<file path="config.mk">
export PLATFORM = sky130hd
export DESIGN_NAME = split_cap_timer
export DESIGN_NICKNAME = d
export VERILOG_FILES = /design/src/rtl/sct_pkg.sv /design/src/rtl/sct_src_mux.sv /design/src/rtl/sct_half_cnt.sv /design/src/rtl/sct_flag.sv /design/src/rtl/split_cap_timer.sv
export SDC_FILE = /design/constraint.sdc
export NUM_CORES = 1
export LEC_CHECK = 0
export ABC_CLOCK_PERIOD_IN_PS = 2650
export BUFFER_PORTS_ARGS = -buffer_cell sky130_fd_sc_hd__buf_2
export CORE_UTILIZATION = 50
export DETAILED_ROUTE_END_ITERATION = 16
export GPL_TIMING_DRIVEN = 0
export PLACE_DENSITY = 0.66
export RECOVER_POWER = 100
export SETUP_SLACK_MARGIN = 0.2
export SLEW_MARGIN = 40
export SYNTH_ARGS = -nofsm -noshare
export SYNTH_HDL_FRONTEND = slang
export SYNTH_SLANG_ARGS = --single-unit
</file>
<file path="constraint.sdc">
create_clock -name clk -period 2.65 [get_ports clk]
set_input_delay 0.53 -clock clk [delete_from_list [all_inputs] [get_ports clk]]
set_output_delay 0.53 -clock clk [all_outputs]
set_load 0.02 [all_outputs]
</file>
<file path="src/rtl/sct_pkg.sv">
package sct_pkg;
  localparam int unsigned SRC_W = 2;

  typedef struct packed {
    logic             split;
    logic [SRC_W-1:0] src;
    logic             cap;
    logic             run;
  } ctrl_t;

  localparam logic [1:0] GRP_CNT  = 2'd0;
  localparam logic [1:0] GRP_RLD  = 2'd1;
  localparam logic [1:0] GRP_CAP  = 2'd2;
  localparam logic [1:0] GRP_CTRL = 2'd3;
endpackage

</file>
<file path="src/rtl/sct_src_mux.sv">
module sct_src_mux #(
  parameter int unsigned NSRC = 4,
  localparam int unsigned SW = $clog2(NSRC)
) (
  input  logic [NSRC-1:0] ticks,
  input  logic [SW-1:0]   sel,
  input  logic            run,
  output logic            step
);
  always_comb step = run & ticks[sel];
endmodule

</file>
<file path="src/rtl/sct_half_cnt.sv">
module sct_half_cnt #(
  parameter int unsigned W = 8
) (
  input  logic         clk,
  input  logic         rst,
  input  logic         inc,
  input  logic         load,
  input  logic         wr,
  input  logic [W-1:0] wr_data,
  input  logic [W-1:0] rld,
  output logic [W-1:0] cnt,
  output logic         at_max
);
  always_ff @(posedge clk) begin
    if (rst)       cnt <= '0;
    else if (wr)   cnt <= wr_data;
    else if (load) cnt <= rld;
    else if (inc)  cnt <= cnt + 1'b1;
  end

  assign at_max = (cnt == {W{1'b1}});

  // a plain step adds exactly one
  a_r2_inc: assert property (@(posedge clk) disable iff (rst)
    (inc && !load && !wr) |=> (cnt == W'($past(cnt) + 1'b1)));
endmodule

</file>
<file path="src/rtl/sct_flag.sv">
module sct_flag (
  input  logic clk,
  input  logic rst,
  input  logic set,
  input  logic clr,
  output logic q
);
  always_ff @(posedge clk) begin
    if (rst)      q <= 1'b0;
    else if (set) q <= 1'b1;
    else if (clr) q <= 1'b0;
  end

  // set beats clear
  a_r8_set_wins: assert property (@(posedge clk) disable iff (rst)
    set |=> q);
  a_r8_sticky: assert property (@(posedge clk) disable iff (rst)
    (q && !clr) |=> q);
endmodule

</file>
<file path="src/rtl/split_cap_timer.sv">
module split_cap_timer #(
  parameter int unsigned HALF_W = 8,
  parameter int unsigned NSRC   = 4,
  parameter int unsigned AW     = 3,
  parameter int unsigned DW     = 8
) (
  input  logic            clk,
  input  logic            rst,
  input  logic            bus_wr,
  input  logic [AW-1:0]   bus_addr,
  input  logic [DW-1:0]   bus_wdata,
  output logic [DW-1:0]   bus_rdata,
  input  logic [NSRC-1:0] src_tick,
  input  logic            cap_strobe,
  output logic            cap_echo,
  output logic            irq_lo,
  output logic            irq_hi
);
  import sct_pkg::*;

  localparam int unsigned NH  = 2;
  localparam int unsigned SW  = $clog2(NSRC);
  localparam int unsigned FLG = DW - 1;

  ctrl_t             ctrl    [NH];
  logic [HALF_W-1:0] cnt     [NH];
  logic [HALF_W-1:0] rld     [NH];
  logic [HALF_W-1:0] cap     [NH];
  logic [NH-1:0]     raw_step, step, at_max, ovf, load, cap_eff;
  logic [NH-1:0]     flag, flag_set, flag_clr, wr_cnt;
  logic              split;

  logic [1:0] grp;
  logic       half;
  assign grp  = bus_addr[2:1];
  assign half = bus_addr[0];

  assign split = ctrl[0].split;

  always_comb begin
    step[0]    = raw_step[0];
    step[1]    = split ? raw_step[1] : (raw_step[0] & at_max[0]);
    cap_eff[0] = ctrl[0].cap;
    cap_eff[1] = split ? ctrl[1].cap : ctrl[0].cap;
    ovf        = step & at_max;
    load[0]    = !cap_eff[0] & (split ? ovf[0] : ovf[1]);
    load[1]    = !cap_eff[1] & ovf[1];
    flag_set[0] = split & (cap_eff[0] ? cap_strobe : ovf[0]);
    flag_set[1] = cap_eff[1] ? cap_strobe : ovf[1];
  end

  for (genvar g = 0; g < NH; g++) begin : g_half
    logic sel_me;
    assign sel_me      = bus_wr && (half == 1'(g));
    assign wr_cnt[g]   = sel_me && (grp == GRP_CNT);
    assign flag_clr[g] = sel_me && (grp == GRP_CTRL) && !bus_wdata[FLG];

    sct_src_mux #(.NSRC(NSRC)) u_mux (
      .ticks (src_tick),
      .sel   (ctrl[g].src[SW-1:0]),
      .run   (ctrl[g].run),
      .step  (raw_step[g])
    );

    sct_half_cnt #(.W(HALF_W)) u_cnt (
      .clk     (clk),
      .rst     (rst),
      .inc     (step[g]),
      .load    (load[g]),
      .wr      (wr_cnt[g]),
      .wr_data (bus_wdata[HALF_W-1:0]),
      .rld     (rld[g]),
      .cnt     (cnt[g]),
      .at_max  (at_max[g])
    );

    sct_flag u_flag (
      .clk (clk),
      .rst (rst),
      .set (flag_set[g]),
      .clr (flag_clr[g]),
      .q   (flag[g])
    );

    always_ff @(posedge clk) begin
      if (rst) begin
        rld[g]  <= '0;
        cap[g]  <= '0;
        ctrl[g] <= '0;
      end else begin
        if (sel_me && grp == GRP_RLD) rld[g] <= bus_wdata[HALF_W-1:0];
        if (sel_me && grp == GRP_CTRL) begin
          ctrl[g]       <= ctrl_t'(bus_wdata[4:0]);
          ctrl[g].split <= (g == 0) ? bus_wdata[4] : 1'b0;
        end
        if (cap_strobe && cap_eff[g]) cap[g] <= cnt[g];
      end
    end
  end

  always_ff @(posedge clk) begin
    if (rst) begin
      bus_rdata <= '0;
      cap_echo  <= 1'b0;
    end else begin
      cap_echo <= cap_strobe;
      case (grp)
        GRP_CNT:  bus_rdata <= DW'(cnt[half]);
        GRP_RLD:  bus_rdata <= DW'(rld[half]);
        GRP_CAP:  bus_rdata <= DW'(cap[half]);
        default:  bus_rdata <= {flag[half], 2'b00, ctrl[half]};
      endcase
    end
  end

  assign irq_lo = flag[0];
  assign irq_hi = flag[1];

  // split reload takes the reload byte
  a_r4_reload: assert property (@(posedge clk) disable iff (rst)
    (split && !ctrl[0].cap && step[0] && at_max[0] && !wr_cnt[0])
    |=> (cnt[0] == $past(rld[0])));

  // capture copies the pre-step count
  a_r5_capture: assert property (@(posedge clk) disable iff (rst)
    (cap_strobe && cap_eff[0]) |=> (cap[0] == $past(cnt[0])));

  // carry ripples into the high half in the same cycle
  a_r3_wide_carry: assert property (@(posedge clk) disable iff (rst)
    (!split && raw_step[0] && cnt[0] == '1 && cnt[1] != '1 && wr_cnt == '0)
    |=> (cnt[0] == '0 && cnt[1] == HALF_W'($past(cnt[1]) + 1'b1)));

  // low flag stays quiet in wide operation
  a_r3_lo_quiet: assert property (@(posedge clk) disable iff (rst)
    (!split && !irq_lo) |=> !irq_lo);

  // strobe echo
  a_r10_echo: assert property (@(posedge clk) disable iff (rst)
    cap_strobe |=> cap_echo);
endmodule

</file>
==> metrics.md, run 1 <==
| Metric | Value |
|---|---|
| Status | `completed` |
| Least-Margin Pin Slew | `0.835 ns` |
| Most common cell after layout, fill and taps aside | `edfxtp_1` |
| Achievable Freq | `0.431 GHz` |
| IO Pins | `30` |
| Hold crit path type | `in -> reg` |
| Crit path launch type | `flip-flop` |
| Die Width | `87.4 um` |
| Via Count | `2981` |
| Hold Buf Count CTS | `0` |
| Most frequent cells in the layout | `41 x edfxtp_1, 27 x dfxtp_1, 26 x nor2_1, 25 x clkbuf_1, 25 x nand2_1` |
| Tcrit/Tclk final | `87.6%` |
| Post-CTS Setup Inserts | `0` |
| Post-synth net total | `356` |
| DIE HEIGHT | `87.4 um` |
| Seq pwr share | `50.3%` |
| # diodes | `0` |
| Largest net degree at the start of global routing | `13` |
| Core area | `0.00691 sq mm` |
| Hold path depth | `3` |
| Iteration-0 DRC Markers | `363` |
| Final nets | `396` |
| Max IR drop VDD | `0.407 mV` |
| Cts bufs inserted | `9` |
| CTS max path bufs | `2` |
| Syn avg cell area | `10.9 sq um` |
| Cell taking the most area after synthesis | `edfxtp_1` |
| Critical path arrival | `2.57 ns` |
| Initial core utilization | `52.7%` |
| Combinational share of power | `11.6%` |
| Setup WS pre-CTS | `0.249 ns` |
| Clock Latency Late Sink | `0.35 ns` |
| Pwr dens | `601 mW/mm^2` |
| CTS H-tree depth | `3` |
| Top-area cell type share of the netlist area | `33.8%` |
| Clock sink count | `68` |
| Fin. Hold Viols | `0` |
| Met2 Usage GRT | `40.7%` |
| Slew Viols, Final | `0` |
| CP max stage cell | `o31ai_2` |
| Buffers and inverters on the worst path | `1` |
| Synth area leaders | `edfxtp_1 34%, dfxtp_1 15%, mux4_2 5.6%` |
| R2r setup slk | `0.33 ns` |
| Reg2Reg Launch Point | `ctrl[0][0]` |
| Clk pin slew, worst setup/hold paths | `0.08 ns` |
| GP Congestion | `0.920` |
| CTS tree | `done` |
| Placed insts | `460` |
| Post-synthesis sequential area ratio | `48.6%` |
| Remaining DRCs | `0` |
| Via-per-instance ratio | `6.26` |
| Hold endpoint | `g_half[1].u_flag.q` |
| Asr flop ratio synth | `0%` |
| Synth Instances | `335` |
| Initial antenna violation count | `0` |
| Slowest stage delay, CP | `0.71 ns` |
| CP Class | `reg -> reg` |
| Main flop type after synthesis | `edfxtp_1` |
| Total track usage | `28.4%` |
| Clk pwr share | `38.2%` |
| Met1 GRT Util | `43.4%` |
| Post-synth EDFFs | `41` |
| Vias in the first global route | `2740` |
| Drt total wl | `9.92 mm` |
| Pleak | `1.52 nW` |
| Routed length per instance | `20.8 um` |
| Max-slew headroom | `44.0%` |
| Grt total ovfl | `0` |
| Cell Chain, Critical Path | `or2b_1 > o22a_1 > buf_6 > o31ai_2 > o211ai_1 > a311oi_1` |
| Buffers added on ports | `29` |
| Busiest layer in global routing | `met1` |
| Internal power | `1.81 mW` |
| Worst hold slack | `0.511 ns` |
| Sw Ratio | `26.6%` |
| Fin crit period | `2.32 ns` |
| Die footprint | `0.00763 sq mm` |
| Final HPWL DP | `7.28 mm` |
| Number of cell rows | `30` |
| Post-CTS Resized | `0` |
| CP top delay family | `compound AO/OA/AOI/OAI gates` |
| Synthesized flop and latch total | `68` |
| Worst hold start | `cap_strobe` |
| Syn Std Cell Area | `0.00364 sq mm` |
| Number of library cell types mapped by synthesis | `57` |
| RR Endpoint | `g_half[1].u_cnt.cnt[5]` |
| Worst r2r path cells | `6` |
| CTS Root Cell | `clkbuf_8` |
| Clock skew | `0.00858 ns` |
| Setup Viol. Count Final | `0` |
| Share of layout cells above drive strength 1 | `15.3%` |
| RSZ-0062 raised after global routing | `no` |
| DRT Pass-1 Iters | `4` |
| Detail Route Antenna Nets | `0` |
| Max Cap Viol | `0` |
| M3 GR Usage | `4.55%` |
| Net Switching | `656 uW` |
| Final Non-Filler Cells | `476` |
| CP required | `2.90 ns` |
| Warnings from Yosys | `0` |
| Final core occ | `59.3%` |
| Area growth, synth to finish | `12.5%` |
| First-pass GRT wire length | `15.5 mm` |
| Final WS setup | `0.330 ns` |
| Setup TNS | `0 ns` |
| CP endpoint kind | `flip-flop` |
| Crit Path Max Fanout | `10` |
## state kept, by name (all words and copies together) (netlist names)
register          count
ctrl                  9
bus_rdata             8
g_half.u_cnt.cnt     16
rld                  16
cap                  16
g_half.u_flag.q       2
cap_echo              1
## worst max-delay path by stage
stage                            from                     end  slack (ns)  cells past startpoint
6_report                   ctrl[0][0]  g_half[1].u_cnt.cnt[5]        0.33                      6
3_5_place_dp                      rst               rld[1][6]        0.25                      4
2_1_floorplan             bus_addr[2]  g_half[0].u_cnt.cnt[5]        0.75                      6
5_1_grt        g_half[1].u_cnt.cnt[0]  g_half[0].u_cnt.cnt[1]        0.19                      6
4_1_cts        g_half[1].u_cnt.cnt[0]  g_half[0].u_cnt.cnt[1]        0.51                      6
3_3_place_gp                      rst               rld[0][2]        0.27                      4
## cells in the mapped netlist (all sizes together), types with 3 or more instances
cell type / count
edfxtp: 41
dfxtp: 27
and2: 26
nor2: 26
nand2: 25
and3: 20
nand3: 14
buf: 12
mux2i: 12
mux4: 10
o21ai: 10
nand2b: 9
a21oi: 6
a311oi: 6
clkbuf: 6
mux2: 6
o22ai: 6
a211oi: 5
nand4: 5
nor4: 5
a31oi: 4
inv: 4
nor3: 4
xor2: 4
o221ai: 3
o31ai: 3
## tightest hold or removal path, stage by stage
cell      delay, ns
clkbuf_1       0.11
nand2_1        0.09
a31oi_1        0.07
## power groups by stage
stage | Clock [mW] | Sequential [mW] | Combinational, mW
after global routing | 0.983 | 1.25 | 0.307
after floorplan | 0 | 1.25 | 0.177
after CTS | 0.932 | 1.24 | 0.289
after detailed placement | 0 | 1.26 | 0.288
after global placement | 0 | 1.26 | 0.285
final | 0.940 | 1.24 | 0.285
## cell type report
class                      count  area, sq um
fill                         615         2810
timing repair buffer          29          128
sequential                    68         1770
clock buffer                  11          163
inverter                       4         15.0
clock inverter                 5         56.3
buffer                        18         81.3
tap                           96          120
multi-input combinational    245         1760
## routing by layer
layer	routed length [um]	up-vias
met2	4330	127
met5	0	-
li1	-	1371
met4	223	0
met1	4680	1464
met3	695	19
## stage by stage
step	total power, mW	area (sq um)
detailed placement	1.55	3910
CTS	2.46	4130
finish	2.46	4100
global route	2.54	4100
floorplan	1.43	3640
global placement	1.54	3910
## cell families (layout without fill, tap and decap cells)
| kind of cell | Yosys count | count (layout) | share of synthesized area [%] |
|---|---|---|---|
| simple gates | 148 | 148 | 22.4 |
| flops | 68 | 68 | 48.6 |
| compound gates | 61 | 61 | 12.6 |
| mux | 28 | 28 | 11.4 |
| buf+inv | 22 | 67 | 2.71 |
| xor+xnor | 6 | 6 | 1.44 |
| fa+ha+maj | 2 | 2 | 0.687 |
(Power assumes the default switching activity.)
==> inputs of run 2 (changes only) <==
PLACE_DENSITY = 0.65   (was 0.66)
SYNTH_HIERARCHICAL = 1   (was unset)
==> metrics.md, run 2 <==
| Metric | Value |
|---|---|
| Post-synthesis sequential area ratio | `48.1% (-0.55 points)` |
| Drt total wl | `9.27 mm (-6.5%)` |
| CP endpoint kind | `flip-flop` |
| Crit Path Max Fanout | `6 (-4)` |
| Setup WS pre-CTS | `-0.326 ns (-0.575 ns)` |
| Max Cap Viol | `0 (unchanged)` |
| Core area | `0.00694 sq mm (+0.54%)` |
| Fin. Hold Viols | `0 (unchanged)` |
| Max-slew headroom | `46.6% (+2.5 points)` |
| Share of layout cells above drive strength 1 | `20.5% (+5.2 points)` |
| Status | `completed` |
| First-pass GRT wire length | `14.5 mm (-6.7%)` |
| Fin crit period | `2.42 ns (+0.104 ns)` |
| CP Class | `reg -> reg` |
| IO Pins | `30 (unchanged)` |
| CTS tree | `done` |
| Most common cell after layout, fill and taps aside | `edfxtp_1` |
| CTS max path bufs | `2 (unchanged)` |
| Achievable Freq | `0.413 GHz (-4.3%)` |
| Warnings from Yosys | `6 (+6)` |
| Slowest stage delay, CP | `0.51 ns (-0.20 ns)` |
| Clock sink count | `68 (unchanged)` |
| CP top delay family | `simple AND/OR/NAND/NOR gates` |
| Cts bufs inserted | `9 (unchanged)` |
| Die footprint | `0.00771 sq mm (+1.1%)` |
| Final WS setup | `0.226 ns (-0.104 ns)` |
| Slew Viols, Final | `0 (unchanged)` |
| Initial core utilization | `53.0% (+0.31 points)` |
| Synth Instances | `347 (+3.6%)` |
| Top flop regs | `cap (16), g_half.u_cnt/cnt (16), rld (16)` |
| GP Congestion | `0.884 (-3.9%)` |
| Pleak | `1.53 nW (+0.34%)` |
| Most frequent cells in the layout | `41 x edfxtp_1, 31 x and2_0, 25 x nand2_1, 21 x clkbuf_1, 21 x dfxtp_1` |
| DR WL met3 | `678 um (-2.4%)` |
| Post-synth net total | `368 (+3.4%)` |
| Asr flop ratio synth | `0% (unchanged)` |
| Number of cell rows | `30 (unchanged)` |
| Area growth, synth to finish | `14.2%` |
| RSZ-0062 raised after global routing | `yes` |
| Final HPWL DP | `6.78 mm (-6.8%)` |
| Vias in the first global route | `2660 (-2.9%)` |
| Pwr dens | `618 mW/mm^2 (+2.7%)` |
| DRT Pass-1 Iters | `5 (+1)` |
| DIE HEIGHT | `87.8 um (+0.55%)` |
| Setup TNS | `0 ns (unchanged)` |
| Post-synth top cells | `44 x and2_1, 41 x edfxtp_1, 27 x dfxtp_1, 25 x nand2_1, 20 x a21oi_1` |
| Critical path arrival | `2.65 ns (+0.08 ns)` |
| Max IR drop VDD | `0.415 mV (+2.1%)` |
| Grt total ovfl | `0 (unchanged)` |
| Via Count | `2788 (-6.5%)` |
| CTS Root Cell | `clkbuf_8` |
| Iteration-0 DRC Markers | `295 (-19%)` |
| Clk pin slew, worst setup/hold paths | `0.08 ns (about the same)` |
| Hold crit path type | `in -> reg` |
| Detail Route Antenna Nets | `0 (unchanged)` |
| Cell Chain, Critical Path | `mux4_2 > and2_4 > nand2_1 > o21ai_4 > and3_4 > nor2_1 > nand2_1 > mux2i_1 > nor2_1` |
| Max Used Layer | `met4` |
| Syn Std Cell Area | `0.00368 sq mm (+1.1%)` |
| Via-per-instance ratio | `5.72 (-8.6%)` |
| Buffers and inverters on the worst path | `0 (-1)` |
| Syn avg cell area | `10.6 sq um (-2.4%)` |
| Die Width | `87.8 um (+0.55%)` |
| Initial antenna violation count | `0 (unchanged)` |
| Clock Latency Late Sink | `0.35 ns (about the same)` |
| Setup Viol. Count Final | `0 (unchanged)` |
| Hold Buf Count CTS | `0 (unchanged)` |
| Synth area leaders | `edfxtp_1 33%, dfxtp_1 15%, and2_1 7.5%` |
| Post-synth EDFFs | `41 (unchanged)` |
| Main flop type after synthesis | `edfxtp_1` |
| Top-area cell type share of the netlist area | `33.4% (-0.38 points)` |
| Synthesized flop and latch total | `68 (unchanged)` |
| CP required | `2.87 ns (-0.03 ns)` |
| Remaining DRCs | `0 (unchanged)` |
| Count leader, synth | `and2_1` |
| Routed met2 length | `4.05 mm (-6.5%)` |
| Buffers added on ports | `27 (-6.9%)` |
| Largest net degree at the start of global routing | `12 (-1)` |
| Clock skew | `0.00885 ns (+0.000276 ns)` |
| Cell taking the most area after synthesis | `edfxtp_1` |
| CP max stage cell | `mux4_2` |
| Number of library cell types mapped by synthesis | `52 (-8.8%)` |
| Crit path launch type | `flip-flop` |
| Tcrit/Tclk final | `91.5% (+3.9 points)` |
| CTS H-tree depth | `3 (unchanged)` |
| Routed length per instance | `19.0 um (-8.6%)` |
| Detailed-routing wirelength on met1 | `4.32 mm (-7.5%)` |
| Final nets | `407 (+2.8%)` |
| Total track usage | `26.1% (-2.3 points)` |
| Least-Margin Pin Slew | `0.795 ns (-0.0391 ns)` |
| # diodes | `0 (unchanged)` |
-- run 2: path summary, 6_finish.rpt --
| check | startpoint | end | slack (ns) | depth (start not counted) |
|---|---|---|---|---|
| worst min-delay path | cap_strobe | cap_echo | 0.48 | 3 |
| worst max-delay path | ctrl[0][2] | g_half[1].u_cnt/cnt[1] | 0.23 | 9 |
| worst max register to register | ctrl[0][2] | g_half[1].u_cnt/cnt[1] | 0.23 | 9 |
| worst min register to register | g_half[0].u_flag/q | g_half[0].u_flag/q | 0.51 | 2 |
-- run 2: metal layers --
layer | global-route usage (%) | vias to the layer above
met5 | 0 | -
met4 | 10.9 | 0
met3 | 5.18 | 20
met2 | 38.6 | 111
met1 | 37.4 | 1312
li1 | - | 1345
-- run 2: power breakdown --
group          switching, mW  leakage [nW]  internal (mW)
combinational          0.170         0.767          0.125
sequential            0.0726         0.636           1.19
clock                  0.400         0.125          0.638
total                  0.642          1.53           1.96
-- run 2: area by class of cell --
class / count / area [sq um]
fillers: 593 / 2740
well taps: 96 / 120
plain buffers: 17 / 88.8
repair buffers: 28 / 128
inverters: 14 / 52.6
multi-input cells: 248 / 1790
clock inverters: 3 / 65.1
flip-flops and latches: 68 / 1780
clock buffers: 13 / 180
-- run 2: cell families after synthesis --
family,after synthesis,share of synthesized area [%]
simple gates,142,22.4
mux,25,10.2
flops,68,48.1
xor+xnor,8,1.90
fa+ha+maj,2,0.679
buf+inv,31,3.77
compound gates,71,13.0
-- run 2: what timing repair did --
item	in CTS	in global routing
endpoints found under the hold margin	0	0
buffers inserted	1	0
setup endpoints to repair	14	8
resized for setup	7	11
pin swaps	1	0
-- run 2: worst min-delay path, delay by kind of cell --
family        cells  cell delay, ns
buf+inv           2            0.16
simple gates      1            0.11
-- run 2: stage by stage --
step	utilization (%)	hold WS (ns)	total power [mW]	instances	instance area, sq um
detailed placement	56.7	0.503	1.58	470	3940
global route	60.6	0.498	2.68	487	4210
floorplan	-	0.516	1.46	347	3680
finish	60.6	0.479	2.60	487	4210
global placement	56.7	0.494	1.57	470	3940
CTS	60.7	0.478	2.60	487	4210
==> inputs of run 3 (changes only) <==
ABC_AREA = 1   (was unset)
==> metrics.md, run 3 <==
| Metric | Value |
|---|---|
| Setup TNS | `0 ns (unchanged)` |
| Clk pin slew, worst setup/hold paths | `0.08 ns (about the same)` |
| Placed insts | `689 (+47%)` |
| Final nets | `622 (+53%)` |
| Asr flop ratio synth | `0% (unchanged)` |
| Final Non-Filler Cells | `705 (+45%)` |
| Sw Ratio | `28.5% (+3.8 points)` |
| Most common cell after layout, fill and taps aside | `nand2_1` |
| CTS Root Cell | `clkbuf_8` |
| Remaining DRCs | `0 (unchanged)` |
| Top-area cell type share of the netlist area | `31.4% (-2.0 points)` |
| Fin crit period | `2.28 ns (-0.143 ns)` |
| Clock skew | `0.0108 ns (+0.00197 ns)` |
| GP Congestion | `0.954 (+7.9%)` |
| Cell taking the most area after synthesis | `edfxtp_1` |
| Max Cap Viol | `0 (unchanged)` |
| Simple-Gate Fraction of Synth Area | `34.0% (+12 points)` |
| Slew Viols, Final | `0 (unchanged)` |
| Main flop type after synthesis | `edfxtp_1` |
| Status | `completed` |
| Syn Std Cell Area | `0.00392 sq mm (+6.4%)` |
| Least-Margin Pin Slew | `0.773 ns (-0.0228 ns)` |
| Hold path depth | `3 (unchanged)` |
| Met2 Usage GRT | `45.5% (+6.9 points)` |
| RSZ-0062 raised after global routing | `yes` |
| Compound-cell area share of the yosys netlist | `8.43% (-4.6 points)` |
| Design Area, Final | `0.00435 sq mm (+3.5%)` |
| Total track usage | `28.7% (+2.5 points)` |
| Iteration-0 DRC Markers | `266 (-9.8%)` |
| Number of cell rows | `31 (+3.3%)` |
| Combinational share of power | `14.0% (+2.7 points)` |
| Synth Area in Adders | `0.638% (-0.041 points)` |
| Post-synth EDFFs | `41 (unchanged)` |
| Internal power | `1.67 mW (-14%)` |
| Cts bufs inserted | `9 (unchanged)` |
| Vias in the first global route | `3612 (+36%)` |
| CTS max path bufs | `2 (unchanged)` |
| Warnings from Yosys | `6 (unchanged)` |
| Clk pwr share | `33.3% (-6.6 points)` |
| Top flop regs | `cap (16), g_half.u_cnt/cnt (16), rld (16)` |
| Fin. Hold Viols | `0 (unchanged)` |
| Post-synth top cells | `169 x nand2_1, 89 x nor2_1, 84 x inv_1, 48 x nand3_1, 41 x edfxtp_1` |
| IO Pins | `30 (unchanged)` |
| CTS tree | `done` |
| Tcrit/Tclk final | `86.1% (-5.4 points)` |
| Net Switching | `667 uW (+3.9%)` |
| Grt total ovfl | `0 (unchanged)` |
| M3 GR Usage | `4.46% (-0.72 points)` |
| Largest family of logic cells by synthesized area | `simple AND/OR/NAND/NOR gates` |
| Pwr dens | `538 mW/mm^2 (-13%)` |
| Die footprint | `0.00820 sq mm (+6.3%)` |
| Post-CTS Setup Inserts | `0 (-1)` |
| Met1 GRT Util | `37.7% (+0.30 points)` |
| XOR/XNOR share of the synthesized area | `0.447% (-1.5 points)` |
| Syn avg cell area | `6.99 sq um (-34%)` |
| Via Count | `3711 (+33%)` |
| Via-per-instance ratio | `5.26 (-8.1%)` |
| Most frequent cells in the layout | `168 x nand2_1, 86 x nor2_1, 85 x inv_1, 48 x nand3_1, 41 x edfxtp_1` |
| Synth area leaders | `edfxtp_1 31%, nand2_1 16%, dfxtp_1 14%` |
| Area growth, synth to finish | `11.0%` |
| CP endpoint kind | `flip-flop` |
| Setup Viol. Count Final | `0 (unchanged)` |
| Mux cell area share after synthesis | `0% (-10 points)` |
| Placed instance area | `0.00419 sq mm (+6.4%)` |
| Initial antenna violation count | `0 (unchanged)` |
| Max-slew headroom | `48.1% (+1.6 points)` |
| Drt total wl | `11.0 mm (+18%)` |
| Die Width | `90.5 um (+3.1%)` |
| Achievable Freq | `0.438 GHz (+6.3%)` |
| Routed length per instance | `15.6 um (-18%)` |
| Busiest layer in global routing | `met2` |
| Largest net degree at the start of global routing | `20 (+8)` |
| Fill count | `780 (+32%)` |
| CP Class | `reg -> reg` |
| Crit Path Max Fanout | `10 (+4)` |
| CTS H-tree depth | `3 (unchanged)` |
| First-pass GRT wire length | `17.9 mm (+23%)` |
| Synth Instances | `561 (+62%)` |
| Buffers added on ports | `29 (+7.4%)` |
| Crit path launch type | `flip-flop` |
| Synthesized flop and latch total | `68 (unchanged)` |
| Share of layout cells above drive strength 1 | `12.2% (-8.2 points)` |
| Clock Latency Late Sink | `0.36 ns (about the same)` |
| DRT Pass-1 Iters | `5 (unchanged)` |
| Count leader, synth | `nand2_1` |
| Hold crit path type | `in -> reg` |
| Max IR drop VDD | `0.248 mV (-40%)` |
| Critical path arrival | `2.57 ns (-0.08 ns)` |
| Worst r2r path cells | `14 (+5)` |
| Number of library cell types mapped by synthesis | `28 (-46%)` |
| # diodes | `0 (unchanged)` |
| Post-synthesis sequential area ratio | `45.2% (-2.9 points)` |
| Post-synth net total | `582 (+58%)` |
| Clock sink count | `68 (unchanged)` |
| DIE HEIGHT | `90.5 um (+3.1%)` |
| Final HPWL DP | `8.42 mm (+24%)` |
| Seq pwr share | `52.7% (+4.0 points)` |
| Initial core utilization | `52.9% (-0.13 points)` |
| Core area | `0.00741 sq mm (+6.7%)` |
| CP required | `2.94 ns (+0.07 ns)` |
| Pleak | `1.99 nW (+30%)` |
| Detail Route Antenna Nets | `0 (unchanged)` |
[run 3: cell types whose count changed in the layout (fill, tap and decap cells not counted), moves of 8 or more]
cell / change
and2_0: -31
nor2_1: +68
and2_1: -12
inv_1: +71
nand2_1: +143
o21ai_1: +15
mux4_2: -9
xnor2_1: -8
nand3_1: +40
inv_2: +8
nand2b_1: -8
nor3_1: -12
[run 3: final timing paths]
kind                           from                      to  slack (ns)
max          g_half[0].u_cnt/cnt[1]  g_half[1].u_cnt/cnt[4]        0.37
min                      cap_strobe                cap_echo        0.45
max reg2reg  g_half[0].u_cnt/cnt[1]  g_half[1].u_cnt/cnt[4]        0.37
min reg2reg      g_half[0].u_flag/q      g_half[0].u_flag/q        0.50
[run 3: cells by family (layout without fill, tap and decap cells)]
logic type,count (synthesis),after routing
AOI/OAI and AO/OA,59,59
DFF,68,68
xor gates and xnor gates,2,2
and+or+nand+nor,322,322
buffers and inverters,108,153
adders and majority gates,2,2
[run 3: power groups by stage]
stage / Sequential, mW / Combinational [mW] / Clock, mW
6_report: 1.23 / 0.328 / 0.779
5_1_grt: 1.24 / 0.368 / 0.844
4_1_cts: 1.23 / 0.330 / 0.783
3_5_place_dp: 1.26 / 0.328 / 0
3_3_place_gp: 1.25 / 0.323 / 0
2_1_floorplan: 1.25 / 0.202 / 0
[run 3: metal layers]
metal  up-vias  share of wire (%)
met5         -                  0
met4         0                2.6
met3        22                5.1
met2       135                 47
met1      1722                 45
li1       1832                  -
[run 3: layout make-up]
| type | count | area, sq um | share of cell area [%] |
|---|---|---|---|
| buffer | 14 | 85.1 | 1.96 |
| clock buffer | 14 | 163 | 3.74 |
| clock inverter | 2 | 10.0 | 0.230 |
| inverter | 94 | 353 | 8.11 |
| multi-input combinational | 385 | 1710 | 39.2 |
| sequential | 68 | 1780 | 40.9 |
| tap | 99 | 124 | 2.85 |
| timing repair buffer | 29 | 130 | 2.99 |
[run 3: worst max-delay path, stage by stage, from the launching register on]
cell and delay, ns:
dfxtp_2 0.38, ha_1 0.19, nand2_2 0.08, nor2_1 0.15, nand3_1 0.10, nor2_1 0.20, nand3_1 0.13, nand2_2 0.13
nand2_1 0.11, nor2_4 0.15, buf_4 0.19, o21ai_1 0.11, nor2_1 0.10, o21ai_1 0.07, a21oi_1 0.13
[run 3: stage by stage]
step | hold slack (ns) | power (mW) | setup slack (ns) | utilization, %
after floorplan | 0.464 | 1.46 | 0.623 | -
after global placement | 0.483 | 1.58 | 0.0522 | 56.5
after detailed placement | 0.487 | 1.58 | 0.0256 | 56.5
after CTS | 0.452 | 2.34 | 0.225 | 58.9
after global routing | 0.448 | 2.45 | 0.0712 | 58.7
final | 0.452 | 2.34 | 0.369 | 58.7
[run 3: repair_timing]
item	CTS	global route
hold buffers	0	0
setup endpoints to repair	8	16
gates resized for setup	2	13
